[src/rtl/credit_pkg.sv]
package credit_pkg;

    localparam int unsigned NET_WORD_W = 64;

    typedef enum logic [1:0] {
        PH_POLL = 2'd0,
        PH_EVAL = 2'd1,
        PH_HOLD = 2'd2
    } phase_e;

    typedef struct packed {
        phase_e phase;
        logic   permit;
    } sampler_state_t;

    // Unsigned gap between two counters of width w (w <= 32), wrap safe.
    function automatic logic [31:0] ring_gap(input logic [31:0] ahead,
                                             input logic [31:0] behind,
                                             input int unsigned w);
        logic [31:0] mask;
        mask = (w >= 32) ? 32'hFFFF_FFFF : ((32'd1 << w) - 32'd1);
        return (ahead - behind) & mask;
    endfunction

    // Free buffers left for a given gap; a gap beyond depth means no room.
    function automatic logic [31:0] room_left(input logic [31:0] gap,
                                              input logic [31:0] depth);
        return (gap >= depth) ? 32'd0 : (depth - gap);
    endfunction

endpackage

[src/rtl/credit_ack_capture.sv]
module credit_ack_capture #(
    parameter int unsigned CNT_W  = 16,
    parameter int unsigned WORD_W = 64
) (
    input  logic              clk,
    input  logic              rst,
    input  logic              ack_valid,
    input  logic [WORD_W-1:0] ack_word,
    output logic [CNT_W-1:0]  ack_cnt
);
    logic [CNT_W-1:0] field;
    assign field = ack_word[CNT_W-1:0];

    always_ff @(posedge clk) begin
        if (rst)            ack_cnt <= '0;
        else if (ack_valid) ack_cnt <= field;
    end

    AST_ACK_CAPTURE: assert property (@(posedge clk) disable iff (rst)
        ack_valid |=> ack_cnt == $past(ack_word[CNT_W-1:0]))
        else $error("ack capture");

endmodule

[src/rtl/credit_sent_counter.sv]
module credit_sent_counter #(
    parameter int unsigned CNT_W = 16
) (
    input  logic             clk,
    input  logic             rst,
    input  logic             send_strobe,
    input  logic             send_permit,
    output logic [CNT_W-1:0] sent_cnt
);
    logic accept;
    assign accept = send_strobe & send_permit;

    always_ff @(posedge clk) begin
        if (rst)         sent_cnt <= '0;
        else if (accept) sent_cnt <= sent_cnt + 1'b1;
    end

    AST_SENT_STEP: assert property (@(posedge clk) disable iff (rst)
        (send_strobe && send_permit) |=> sent_cnt == $past(sent_cnt) + 1'b1)
        else $error("sent step");
    AST_SENT_HOLD: assert property (@(posedge clk) disable iff (rst)
        !(send_strobe && send_permit) |=> $stable(sent_cnt))
        else $error("sent hold");

endmodule

[src/rtl/credit_sampler.sv]
module credit_sampler
    import credit_pkg::*;
#(
    parameter int unsigned CNT_W  = 16,
    parameter int unsigned DEPTH  = 4,
    parameter int unsigned FREE_W = $clog2(DEPTH + 1)
) (
    input  logic              clk,
    input  logic              rst,
    input  logic [CNT_W-1:0]  ack_cnt,
    input  logic [CNT_W-1:0]  sent_cnt,
    input  logic              send_strobe,
    output logic              send_permit,
    output logic [FREE_W-1:0] free_count
);
    sampler_state_t   st;
    logic [CNT_W-1:0] snap;
    logic [31:0]      gap;
    logic [31:0]      room;
    logic [FREE_W-1:0] room_w;

    always_comb begin
        gap    = ring_gap(32'(sent_cnt), 32'(snap), CNT_W);
        room   = room_left(gap, 32'(DEPTH));
        room_w = FREE_W'(room);
    end

    always_ff @(posedge clk) begin
        if (rst) begin
            st.phase   <= PH_POLL;
            st.permit  <= 1'b0;
            snap       <= '0;
            free_count <= '0;
        end else begin
            case (st.phase)
                PH_POLL: begin
                    snap     <= ack_cnt;
                    st.phase <= PH_EVAL;
                end
                PH_EVAL: begin
                    free_count <= room_w;
                    if (room != 32'd0) begin
                        st.permit <= 1'b1;
                        st.phase  <= PH_HOLD;
                    end else begin
                        st.phase  <= PH_POLL;
                    end
                end
                PH_HOLD: begin
                    if (send_strobe) begin
                        st.permit  <= 1'b0;
                        free_count <= free_count - 1'b1;
                        st.phase   <= PH_POLL;
                    end
                end
                default: begin
                    st.permit <= 1'b0;
                    st.phase  <= PH_POLL;
                end
            endcase
        end
    end

    assign send_permit = st.permit;

    AST_NO_OVERFLOW: assert property (@(posedge clk) disable iff (rst)
        send_permit |-> ring_gap(32'(sent_cnt), 32'(snap), CNT_W) < 32'(DEPTH))
        else $error("permit without room");
    AST_DROP_AFTER_SEND: assert property (@(posedge clk) disable iff (rst)
        (send_strobe && send_permit) |=> !send_permit)
        else $error("permit not consumed");
    AST_NO_REGRANT: assert property (@(posedge clk) disable iff (rst)
        $fell(send_permit) |=> !send_permit)
        else $error("regrant without sample");

endmodule

[src/rtl/credit_tracker.sv]
module credit_tracker
    import credit_pkg::*;
#(
    parameter int unsigned CNT_W  = 16,
    parameter int unsigned DEPTH  = 4,
    parameter int unsigned WORD_W = NET_WORD_W,
    localparam int unsigned FREE_W = $clog2(DEPTH + 1)
) (
    input  logic              clk,
    input  logic              rst,
    input  logic              ack_valid,
    input  logic [WORD_W-1:0] ack_word,
    input  logic              send_strobe,
    output logic              send_permit,
    output logic [CNT_W-1:0]  sent_count,
    output logic [FREE_W-1:0] free_count
);
    // the counter range must exceed the queue depth.
    if (CNT_W > 32 || CNT_W > WORD_W || CNT_W == 0) begin : g_bad_width
        $error("counter width out of range");
    end else if ((64'd1 << CNT_W) <= 64'(DEPTH)) begin : g_bad_range_r9
        $error("counter range must exceed queue depth");
    end

    logic [CNT_W-1:0] ack_cnt;

    credit_ack_capture #(.CNT_W(CNT_W), .WORD_W(WORD_W)) u_ack (
        .clk(clk), .rst(rst), .ack_valid(ack_valid),
        .ack_word(ack_word), .ack_cnt(ack_cnt)
    );

    credit_sent_counter #(.CNT_W(CNT_W)) u_sent (
        .clk(clk), .rst(rst), .send_strobe(send_strobe),
        .send_permit(send_permit), .sent_cnt(sent_count)
    );

    credit_sampler #(.CNT_W(CNT_W), .DEPTH(DEPTH), .FREE_W(FREE_W)) u_samp (
        .clk(clk), .rst(rst), .ack_cnt(ack_cnt), .sent_cnt(sent_count),
        .send_strobe(send_strobe), .send_permit(send_permit),
        .free_count(free_count)
    );

endmodule

[config.mk]
export PLATFORM = sky130hd
export DESIGN_NAME = credit_tracker
export DESIGN_NICKNAME = d
export VERILOG_FILES = /design/src/rtl/credit_pkg.sv /design/src/rtl/credit_ack_capture.sv /design/src/rtl/credit_sent_counter.sv /design/src/rtl/credit_sampler.sv /design/src/rtl/credit_tracker.sv
export SDC_FILE = /design/constraint.sdc
export NUM_CORES = 1
export LEC_CHECK = 0
export CORE_MARGIN = 1.5
export CORE_UTILIZATION = 48
export CTS_CLUSTER_SIZE = 28
export DETAILED_ROUTE_END_ITERATION = 6
export PLACE_DENSITY = 0.8
export SKIP_CTS_REPAIR_TIMING = 1
export SLEW_MARGIN = 30
export SYNTH_ARGS = -nofsm -noshare
export SYNTH_HDL_FRONTEND = slang
export SYNTH_SLANG_ARGS = --single-unit
[constraint.sdc]
create_clock -name clk -period 4.5 [get_ports clk]
set_clock_uncertainty 0.1 [all_clocks]
set_input_delay 0.9 -clock clk [delete_from_list [all_inputs] [get_ports clk]]
set_output_delay 0.9 -clock clk [all_outputs]
set_load 0.01 [all_outputs]
======== Word-level counts from Yosys, hierarchy flattened ========
Index checks and enable logic that the tools add are counted.
cells by class
  order comparisons ....................... 1
  mux-type cells .......................... 8
  bitwise operators ....................... 2
  $add $sub $neg .......................... 4
  equal/unequal tests ..................... 4
  reductions and logical operators ........ 5
operators with widths
  operator                                                                               count
  32-bit two-way mux                                                                     1
  32-bit nonzero test                                                                    1
  3-bit by 16-bit subtractor with 17-bit output (first input constant)                   1
  16-bit by 1-bit adder with 16-bit output (second input constant)                       1
  16-bit by 3-bit greater-or-equal comparator with 1-bit output (second input constant)  1
  16-bit subtractor                                                                      1
  3-bit two-way mux                                                                      2
  2-bit case mux with 3 select lines                                                     1
  3-bit case mux with 2 select lines                                                     1
  1-bit case mux with 3 select lines                                                     1
  3-bit AND reduction                                                                    1
  3-bit by 1-bit subtractor with 3-bit output (second input constant)                    1
  2-bit by 1-bit equality test with 1-bit output (second input constant)                 1
  2-bit equality test (second input constant)                                            1
  2-bit zero test                                                                        1
  2-bit two-way mux                                                                      1
  2-bit by 1-bit != test with 1-bit output (second input constant)                       1
  2-bit != test (second input constant)                                                  1
  2-bit AND reduction                                                                    1
  2-bit nonzero test                                                                     1
  1-bit bitwise AND                                                                      1
  1-bit two-way mux                                                                      1
  1-bit inverter                                                                         1
storage, ports and cells
  input bits .............................. 68
  register bits after elaboration ......... 54

======== Depth between registers and ports, before layout ========
Gate-level depths: netlist of run 1.
  depth after elaboration ................. 6
  mapped depth ............................ 11

======== Hierarchy ========
From an unflattened synthesis of run 1, not the netlist that was laid out.
second synthesis, totals
  cells, all modules ...................... 394
  area, all modules ....................... 3210.6 µm²
modules (own cells, without submodules)
  module               instances  area an instance (µm²)  cells each
  credit_sampler       1          1894.3                  256
  credit_sent_counter  1          735.7                   86
  credit_ack_capture   1          580.6                   52

======== Least setup slack after synthesis of run 1 ========
OpenSTA, ideal clock, no wires.
  path type ............................... flip-flop to flip-flop
  from .................................... register u_sent.sent_cnt[0]
  to ...................................... register u_samp.st[2] in the netlist's numbering
  data required time ...................... 4.299 ns
  setup time .............................. 0.101 ns
  setup slack ............................. 0.960 ns
  cell stages (with the launch flop) ...... 12
  data arrival time ....................... 3.339 ns
  period minus slack after synthesis ...... 3.540 ns
  path through ............................ dfxtp_1 -> inv_1 -> ha_1 -> fa_1 -> ha_1 -> nand3b_1 -> a221oi_1 -> o211ai_1 -> or4_1 -> or4_4 -> or3_4 -> o41ai_1
between the ends
  longest elaborated chain between the ends .. 6
  elaborated cells on any way between the ends .. 7
  classes of those cells .................. add/sub: 2; order compare: 1; mux: 3; reduce/logical: 1
ends and longest elaborated chain
  element                                                                                                                                RTL line                   RTL
  start: declaration                                                                                                                     credit_sent_counter.sv:8   output logic [CNT_W-1:0] sent_cnt
  start signal: assignment                                                                                                               credit_sent_counter.sv:15  else if (accept) sent_cnt <= sent_cnt + 1'b1;
  16-bit subtractor *                                                                                                                    credit_pkg.sv:22           return (ahead - behind) & mask;
  3-bit by 16-bit subtractor with 17-bit output / 16-bit by 3-bit greater-or-equal comparator with 1-bit output (equally long branches)  credit_pkg.sv:28           return (gap >= depth) ? 32'd0 : (depth - gap);
  32-bit two-way mux *                                                                                                                   credit_pkg.sv:28
  32-bit nonzero test *                                                                                                                  credit_sampler.sv:42       if (room != 32'd0) begin
  2-bit two-way mux *                                                                                                                    credit_sampler.sv:42
  2-bit case mux with 3 select lines *                                                                                                   credit_sampler.sv:35       case (st.phase)
  end: declaration                                                                                                                       credit_sampler.sv:16       sampler_state_t st;
Every way passes the cells marked *; elsewhere a longest branch is shown, timed or not.
A chain may end at the register's enable or synchronous reset.

======== Final worst setup path of run 1 ========
Same ends and word-level chain as after synthesis.

==> results.ini, run 1 <==
[floorplan]
ioPinCount = 88
die_x_um = 83.57
start_util_pct = 49.35
die_h_um = 83.57
die-area_um2 = 6983
core_area_um2 = 6314
rows = 29

[global_route]
first_global_vias = 2482
track_usage_pct = 19.56
grt_pass1_wl_um = 11370
grt_max_degree = 58
antenna_found_initial = 0
gr-total-overflow = 0

[sta]
slew_violations = 0
worst_pin_slew_ps = 936.6
fin_setup_tns_ps = 0
fin_crit_sh_pct = 83.72
period_minus_slack_ps = 3767
relSlewSlack_pct = 37.36
setup_viol = 0
rsz0062_at_grt = no
fmax_mhz = 265.4
hold_slack_ps = 361.1
hold_viol = 0

[final_layout]
area_growth_pct = 17.07
mostFrequentLayoutCells = nand2_1, dfxtp_1, nor2_1, clkdlybuf4s50_1, a21oi_1
diodes = 0
fin_cells = 494
drive_above_1_share_pct = 4.796
final_common_cell = nand2_1
postLayoutCoreUtil_pct = 57.77
fin_nets = 503

[setup_path]
cp_slowest_cell = or4_1
crit_required_ps = 4610
r2r_start = u_sent.sent_cnt[0]
crit_chain = inv_1 > ha_1 > fa_1 > ha_1 > nand3b_1 > a221oi_1 > o211ai_1 > or4_1 > or4_4 > or3_4 > o41ai_1
cp-start-kind = flop
path_common_cell = ha_1
path_class = flop to flop
cp.arrival_ps = 3870
endpoint_kind = flop
cpPeakStageDelay_ps = 520
crit_fanout = 5
critical_path.startpoint = u_sent.sent_cnt[0]

[detailed_routing]
drt_first_iter_violations = 141
totalWireLength_um = 6537
antenna_left = 0
viasPerCell = 5.480
drt-wirelength-per-cell_um = 13.23
firstDrtPassIters = 4
vias = 2707
drc = 0

[placed_design]
gp_congestion = 0.8612
dp_cells = 486
hpwl_um = 4904
port_buffers = 39

[clock_network]
clockRootBuffer = clkbuf_8
cts_made_buffers = 5
h-tree-depth = 2
path_clk_slew_ps = 100
clkLatencyLatePin_ps = 320
clockBufferDepth = 2
cts_tree = done
clock_sinks = 54

[logic_synthesis]
netlist_area_um2 = 3115
ys_ff_latch = 54
synth_area_leaders = dfxtp_1, ha_1, nand2_1, nor2_1, mux2i_1
syn_avg_cell_area_um2 = 8.030
yosysTopAreaCell = dfxtp_1
synth_edf_count = 0
synth_seq_area_share_pct = 34.70
synth-async-reset-ratio_pct = 0
syn_inst = 388
ys.warnings.count = 0
syn_nets = 475
ys_types = 59
yosysTopAreaCellShare_pct = 34.70
ys.flop_type = dfxtp_1

[worst_hold_path]
hp-start = u_samp.snap[3]
hold_path_class = flop to flop

[run]
max_cap_viol_count = 0

[outcome]
status = finished, final reports clean

[power_and_ir_drop]
peakVddDrop_mv = 0.2065
cellLeakagePower_nw = 1.462
powerDensity_nw_per_um2 = 278.0
finalPower_mw = 1.014

[cell type report]
cell class / instances / area (um2)
multi-input combinational: 294 / 1883
tap: 77 / 96.34
sequential: 54 / 1081
fill: 574 / 2666
timing repair buffer: 39 / 387.9
clock buffer: 5 / 68.82
inverter: 22 / 82.58
clock inverter: 3 / 47.55
[critical path: cells and delay by family, from the launching register on]
| family | cells | cell delay, ps |
|---|---|---|
| flip-flops | 1 | 480 |
| adder cells (fa/ha/maj) | 3 | 900 |
| AND/OR/NAND/NOR | 4 | 1610 |
| buffers and inverters | 1 | 80 |
| AO/OA/AOI/OAI | 3 | 490 |
[Yosys cell counts (2+ instances only)]
library cell   n
nand2_1       56
dfxtp_1       54
nor2_1        52
a21oi_1       32
inv_1         22
ha_1          18
mux2i_1       17
clkbuf_1      15
xor2_1        14
nand3_1       11
xnor2_1        9
o21ai_0        7
nand4_1        5
o21a_1         5
a21o_1         4
nor3_1         4
buf_2          3
nand2b_1       3
o211ai_1       3
o22ai_1        3
a211oi_1       2
a31oi_1        2
and2_1         2
and3_1         2
nand3b_1       2
nor2b_1        2
o211a_1        2
o221ai_1       2
o311ai_1       2
o32ai_1        2
or3_1          2
or4_1          2
[worst paths after layout]
| path | slack [ps] | depth (start not counted) | end |
|---|---|---|---|
| worst max-delay path | 730 | 11 | u_samp.st[2] |
| worst max register to register | 730 | 11 | u_samp.st[2] |
| worst min-delay path | 360 | 2 | u_samp.snap[3] |
| worst min register to register | 360 | 2 | u_samp.snap[3] |
[per-stage QoR]
step                worst slack, ps  area (um2)
global placement              775.1        3526
global route                  548.4        3647
detailed placement            734.0        3526
floorplan                     960.0        3115
CTS                           706.0        3642
finish                        732.7        3647
[report_power, final]
| group | switching, mW | internal [mW] |
|---|---|---|
| clock | 0.172 | 0.169 |
| sequential | 0.00936 | 0.493 |
| combinational | 0.0877 | 0.0826 |
[cell families after synthesis]
logic type      Yosys count  synth area share (%)
fa+ha+maj                19                 7.872
compound gates           83                 18.15
flops                    54                 34.70
mux                      17                 5.462
buf+inv                  40                 4.940
simple gates            152                 22.41
xor+xnor                 23                 6.466
[sequential cells by signal, indices dropped and copies added, names as in the netlist]
signal	count
u_samp.snap	16
u_samp.st	2
u_samp.free_count	3
u_sent.sent_cnt	16
u_samp.send_permit	1
u_ack.ack_cnt	16
[per-layer routing]
metal  GRT usage [%]  wire [um]  vias to the layer above  part of all wire, %
li1                -          -                     1399                    -
met4           6.259        102                        0                  1.6
met3           3.561        274                        7                  4.2
met5               0          0                        -                    0
met2           31.30       3090                       63                   47
met1           26.78       3070                     1238                   47
Note: power is estimated with default switching activity, not from simulation.
==> inputs of run 2 (changes only) <==
- clock period: 4.5 -> 3.5 ns (I/O delays scaled with it)
==> run 2 against run 1 <==
The run now ends with setup timing left. Sequential share of layout area decreased by 0.77 points. Cell count grew 2.0%. Setup slack lost 740 ps. Critical endpoint unchanged. Largest cell class unchanged.
==> results.ini, run 2 (same netlist as run 1, synthesis figures left out) <==
[detailed_routing]
drc = 0
totalWireLength_um = 6534
vias = 2775
viasPerCell = 5.506
drt-wirelength-per-cell_um = 12.96
firstDrtPassIters = 4
drt_first_iter_violations = 177
antenna_left = 0

[clock_network]
clockRootBuffer = clkbuf_8
h-tree-depth = 2
cts_tree = done
clock_sinks = 54
clkLatencyLatePin_ps = 310
clockBufferDepth = 2
path_clk_slew_ps = 100
cts_made_buffers = 5

[setup_path]
path_class = flop to flop
crit_required_ps = 3620
critical_path.startpoint = u_sent.sent_cnt[0]
cp_slowest_cell = or4_4
crit_chain = inv_2 > ha_4 > fa_1 > ha_2 > nand3b_1 > a221oi_2 > o211ai_1 > or4_1 > or4_4 > or3_4 > o41ai_2
path_buf_inv = 1
crit_fanout = 4
crit_family = simple AND/OR/NAND/NOR gates
r2r_start = u_sent.sent_cnt[0]
endpoint_kind = flop
cp-start-kind = flop
cpPeakStageDelay_ps = 560
cp.arrival_ps = 3630

[global_route]
track_usage_pct = 18.55
gr-total-overflow = 0
antenna_found_initial = 0
grt_max_degree = 58
grt_pass1_wl_um = 10920
first_global_vias = 2476

[sta]
period_minus_slack_ps = 3509
hold_slack_ps = 357.5
slew_violations = 0
setup_viol = 1
fmax_mhz = 285.0
rsz0062_at_grt = yes
layout_setup_ws_ps = -9.331
hold_viol = 0
relSlewSlack_pct = 39.78
worst_pin_slew_ps = 900.5
fin_setup_tns_ps = -9.331
fin_crit_sh_pct = 100.3

[final_layout]
drive_above_1_share_pct = 8.665
top_regs = u_ack.ack_cnt x16, u_samp.snap x16, u_sent.sent_cnt x16
final_common_cell = nand2_1
fin_nets = 513
fin_cells = 504
diodes = 0
mostFrequentLayoutCells = nand2_1, dfxtp_1, nor2_1, clkdlybuf4s50_1, a21oi_1
area_growth_pct = 20.48
nFillCells = 593

[placed_design]
port_buffers = 39
dp_slack_ps = -101.9
gp_congestion = 0.8819
hpwl_um = 4930
dp_cells = 495

[floorplan]
start_util_pct = 49.35
die-area_um2 = 6983
core_area_um2 = 6314
ioPinCount = 88
die_x_um = 83.57
rows = 29
die_h_um = 83.57

[outcome]
status = finished, violations left
violations = setup timing

[power_and_ir_drop]
cellLeakagePower_nw = 1.521
finalPower_mw = 1.308
powerDensity_nw_per_um2 = 348.4
peakVddDrop_mv = 0.2597

[worst_hold_path]
hold_path_class = flop to flop
hp-start = u_ack.ack_cnt[2]

[run]
max_cap_viol_count = 0

==> run 2: cell types whose count changed in the layout (fill, tap and decap cells not counted), moves of 2 or more <==
cell | before | now
dfxtp_1 | 54 | 52
buf_4 | 1 | 11
dfxtp_2 | 0 | 2
ha_1 | 18 | 16
==> run 2: path summary, 6_finish.rpt <==
check	to	slack, ps	cells past startpoint
setup / recovery	u_samp.st[2]	-9	11
hold / removal	u_samp.snap[2]	360	2
setup reg to reg	u_samp.st[2]	-9	11
hold reg to reg	u_samp.snap[2]	360	2
==> run 2: worst register-to-register path, cell delays in order, from the launching register on <==
cell and delay [ps]:
dfxtp_2 340, inv_2 40, ha_4 150, fa_1 510, ha_2 210, nand3b_1 180
a221oi_2 270, o211ai_1 120, or4_1 520, or4_4 560, or3_4 370, o41ai_2 60
==> run 2: final cells by class <==
type | count | area [um2] | area share (%)
Multi-Input combinational cell | 294 | 1912 | 50.93
Sequential cell | 54 | 1084 | 28.87
Timing Repair Buffer | 49 | 462.9 | 12.33
Tap cell | 77 | 96.34 | 2.567
Inverter | 22 | 82.58 | 2.200
Clock buffer | 5 | 68.82 | 1.833
Clock inverter | 3 | 47.55 | 1.267
==> run 2: report_power, final <==
part | internal, mW | switching [mW]
combinational | 0.112 | 0.119
sequential | 0.634 | 0.0127
clock | 0.217 | 0.213
total | 0.963 | 0.344
==> run 2: metrics by stage <==
step | util, % | instance area, um2
global placement | 56.94 | 3595
CTS | 58.78 | 3711
detailed placement | 56.94 | 3595
finish | 59.45 | 3754
global route | 59.45 | 3754
floorplan | - | 3117
==> run 2: metal layers <==
metal	routed length (um)	GRT usage, %
met5	0	0
met4	87	6.408
met3	298	2.868
met2	3060	29.84
met1	3087	25.37
==> inputs of run 3 (changes only) <==
==> constraint.sdc (replaced) <==
create_clock -name clk -period 3.5 [get_ports clk]
set_clock_uncertainty 0.1 [all_clocks]
set_input_delay 0.525 -clock clk [delete_from_list [all_inputs] [get_ports clk]]
set_output_delay 0.525 -clock clk [all_outputs]
set_load 0.01 [all_outputs]
==> run 3 against run 2 <==
First-iteration DRC count decreased by 14%. Worst hold slack got worse by 0.61 ps. The flow now finishes without violations. Setup slack gained 38 ps. Cell count unchanged. Sequential share of layout area stayed put. Cell area unchanged. Largest power group unchanged. Sequential power hardly changed. Non-clock buffer count unchanged. Die area stayed put. Total power decreased by 0.40%.
==> results.ini, run 3 (same netlist as run 1, synthesis figures left out) <==
[setup_path]
r2r_end = u_samp.st[2]
cpPeakStageDelay_ps = 560
crit_required_ps = 3620
crit_family = simple AND/OR/NAND/NOR gates
path_buf_inv = 1
reg2reg_slack_ps = 30
rr_worst_depth = 11
path_class = flop to flop
cp-start-kind = flop
cp.arrival_ps = 3590
cp_slowest_cell = or4_4
r2r_start = u_sent.sent_cnt[0]
crit_fanout = 4
crit_chain = inv_2 > ha_4 > fa_1 > ha_2 > nand3b_1 > a221oi_2 > o211ai_1 > or4_1 > or4_4 > or3_4 > o41ai_2
endpoint_kind = flop

[clock_network]
h-tree-depth = 2
clkLatencyLatePin_ps = 310
clock_sinks = 54
cts_made_buffers = 5
path_clk_slew_ps = 100
clockBufferDepth = 2
clockRootBuffer = clkbuf_8
cts_tree = done

[detailed_routing]
vias = 2747
firstDrtPassIters = 4
drc = 0
drt_first_iter_violations = 152
viasPerCell = 5.450
antenna_left = 0
totalWireLength_um = 6489
drt-wirelength-per-cell_um = 12.88

[sta]
period_minus_slack_ps = 3471
rsz0062_at_grt = yes
slew_violations = 0
setup_viol = 0
worst_pin_slew_ps = 905.4
fin_crit_sh_pct = 99.18
fmax_mhz = 288.1
hold_slack_ps = 356.9
hold_viol = 0
relSlewSlack_pct = 39.45
layout_setup_ws_ps = 28.85

[global_route]
grt_pass1_wl_um = 11210
track_usage_pct = 19.07
antenna_found_initial = 0
gr-total-overflow = 0
grt_max_degree = 58
first_global_vias = 2529

[final_layout]
register_area_um2 = 1084
nFillCells = 590
fin_nets = 513
final_area_um2 = 3754
postLayoutCoreUtil_pct = 59.45
drive_above_1_share_pct = 8.665
multi_input_area_um2 = 1912
diodes = 0
mostFrequentLayoutCells = nand2_1, dfxtp_1, nor2_1, clkdlybuf4s50_1, a21oi_1
area_growth_pct = 20.48
top_regs = u_ack.ack_cnt x16, u_samp.snap x16, u_sent.sent_cnt x16
final_common_cell = nand2_1

[placed_design]
port_buffers = 39
place_area_um2 = 3595
hpwl_um = 4948
dp_slack_ps = -81.20
gp_congestion = 0.8810

[floorplan]
core_area_um2 = 6314
start_util_pct = 49.35
ioPinCount = 88
rows = 29
die_x_um = 83.57
die-area_um2 = 6983
die_h_um = 83.57

[worst_hold_path]
min_to = u_samp.snap[0]
hold_path_depth = 2
hold_path_class = flop to flop
hp-start = u_ack.ack_cnt[0]

[power_and_ir_drop]
powerDensity_nw_per_um2 = 347.0
peakVddDrop_mv = 0.3068
cellLeakagePower_nw = 1.520

[run]
max_cap_viol_count = 0

[outcome]
status = finished, final reports clean

run 3: cell counts in the layout (fill, tap and decap cells not counted):
Identical to the previous run, type by type.
run 3: how the worst max path moves through the flow:
stage                       start           end  slack [ps]  depth (start not counted)
3_3_place_gp   u_sent.sent_cnt[0]  u_samp.st[2]         -90                         11
6_report       u_sent.sent_cnt[0]  u_samp.st[2]          30                         11
4_1_cts        u_sent.sent_cnt[0]  u_samp.st[2]        -150                         11
2_1_floorplan  u_sent.sent_cnt[0]  u_samp.st[2]          30                         11
5_1_grt        u_sent.sent_cnt[0]  u_samp.st[2]        -110                         11
3_5_place_dp   u_sent.sent_cnt[0]  u_samp.st[2]         -80                         11
run 3: final cells by class:
cell class | instances | share of cell area [%]
flip-flops and latches | 54 | 28.87
multi-input cells | 294 | 50.93
repair buffers | 49 | 12.33
clock inverters | 3 | 1.267
well taps | 77 | 2.567
clock buffers | 5 | 1.833
inverters | 22 | 2.200
run 3: metrics by stage:
step / setup TNS (ps) / cells / power [mW]
4_1_cts: -290.2 / 503 / 1.307
3_5_place_dp: -113.1 / 495 / 0.8840
5_1_grt: -246.1 / 504 / 1.370
2_1_floorplan: 0 / 388 / 0.8225
3_3_place_gp: -133.7 / 495 / 0.8781
6_report: 0 / 504 / 1.303
run 3: worst min-delay path, delay by kind of cell (launching register included):
family	cells	cell delay [ps]
AOI/OAI and AO/OA	1	50
DFF	1	320
and+or+nand+nor	1	50
run 3: where the power goes:
group          internal [mW]  switching, mW  leakage, nW
clock                  0.217          0.208       0.0587
combinational          0.113          0.118         1.02
sequential             0.634         0.0126        0.441
total                  0.964          0.338         1.52
run 3: routing by layer:
metal	share of wire (%)	routed length, um	GRT usage (%)	vias up
met5	0	0	0	-
met4	2.7	174	7.154	0
met3	3.0	196	2.770	13
met2	46	2997	30.79	51
met1	48	3122	25.87	1264
li1	-	-	-	1419
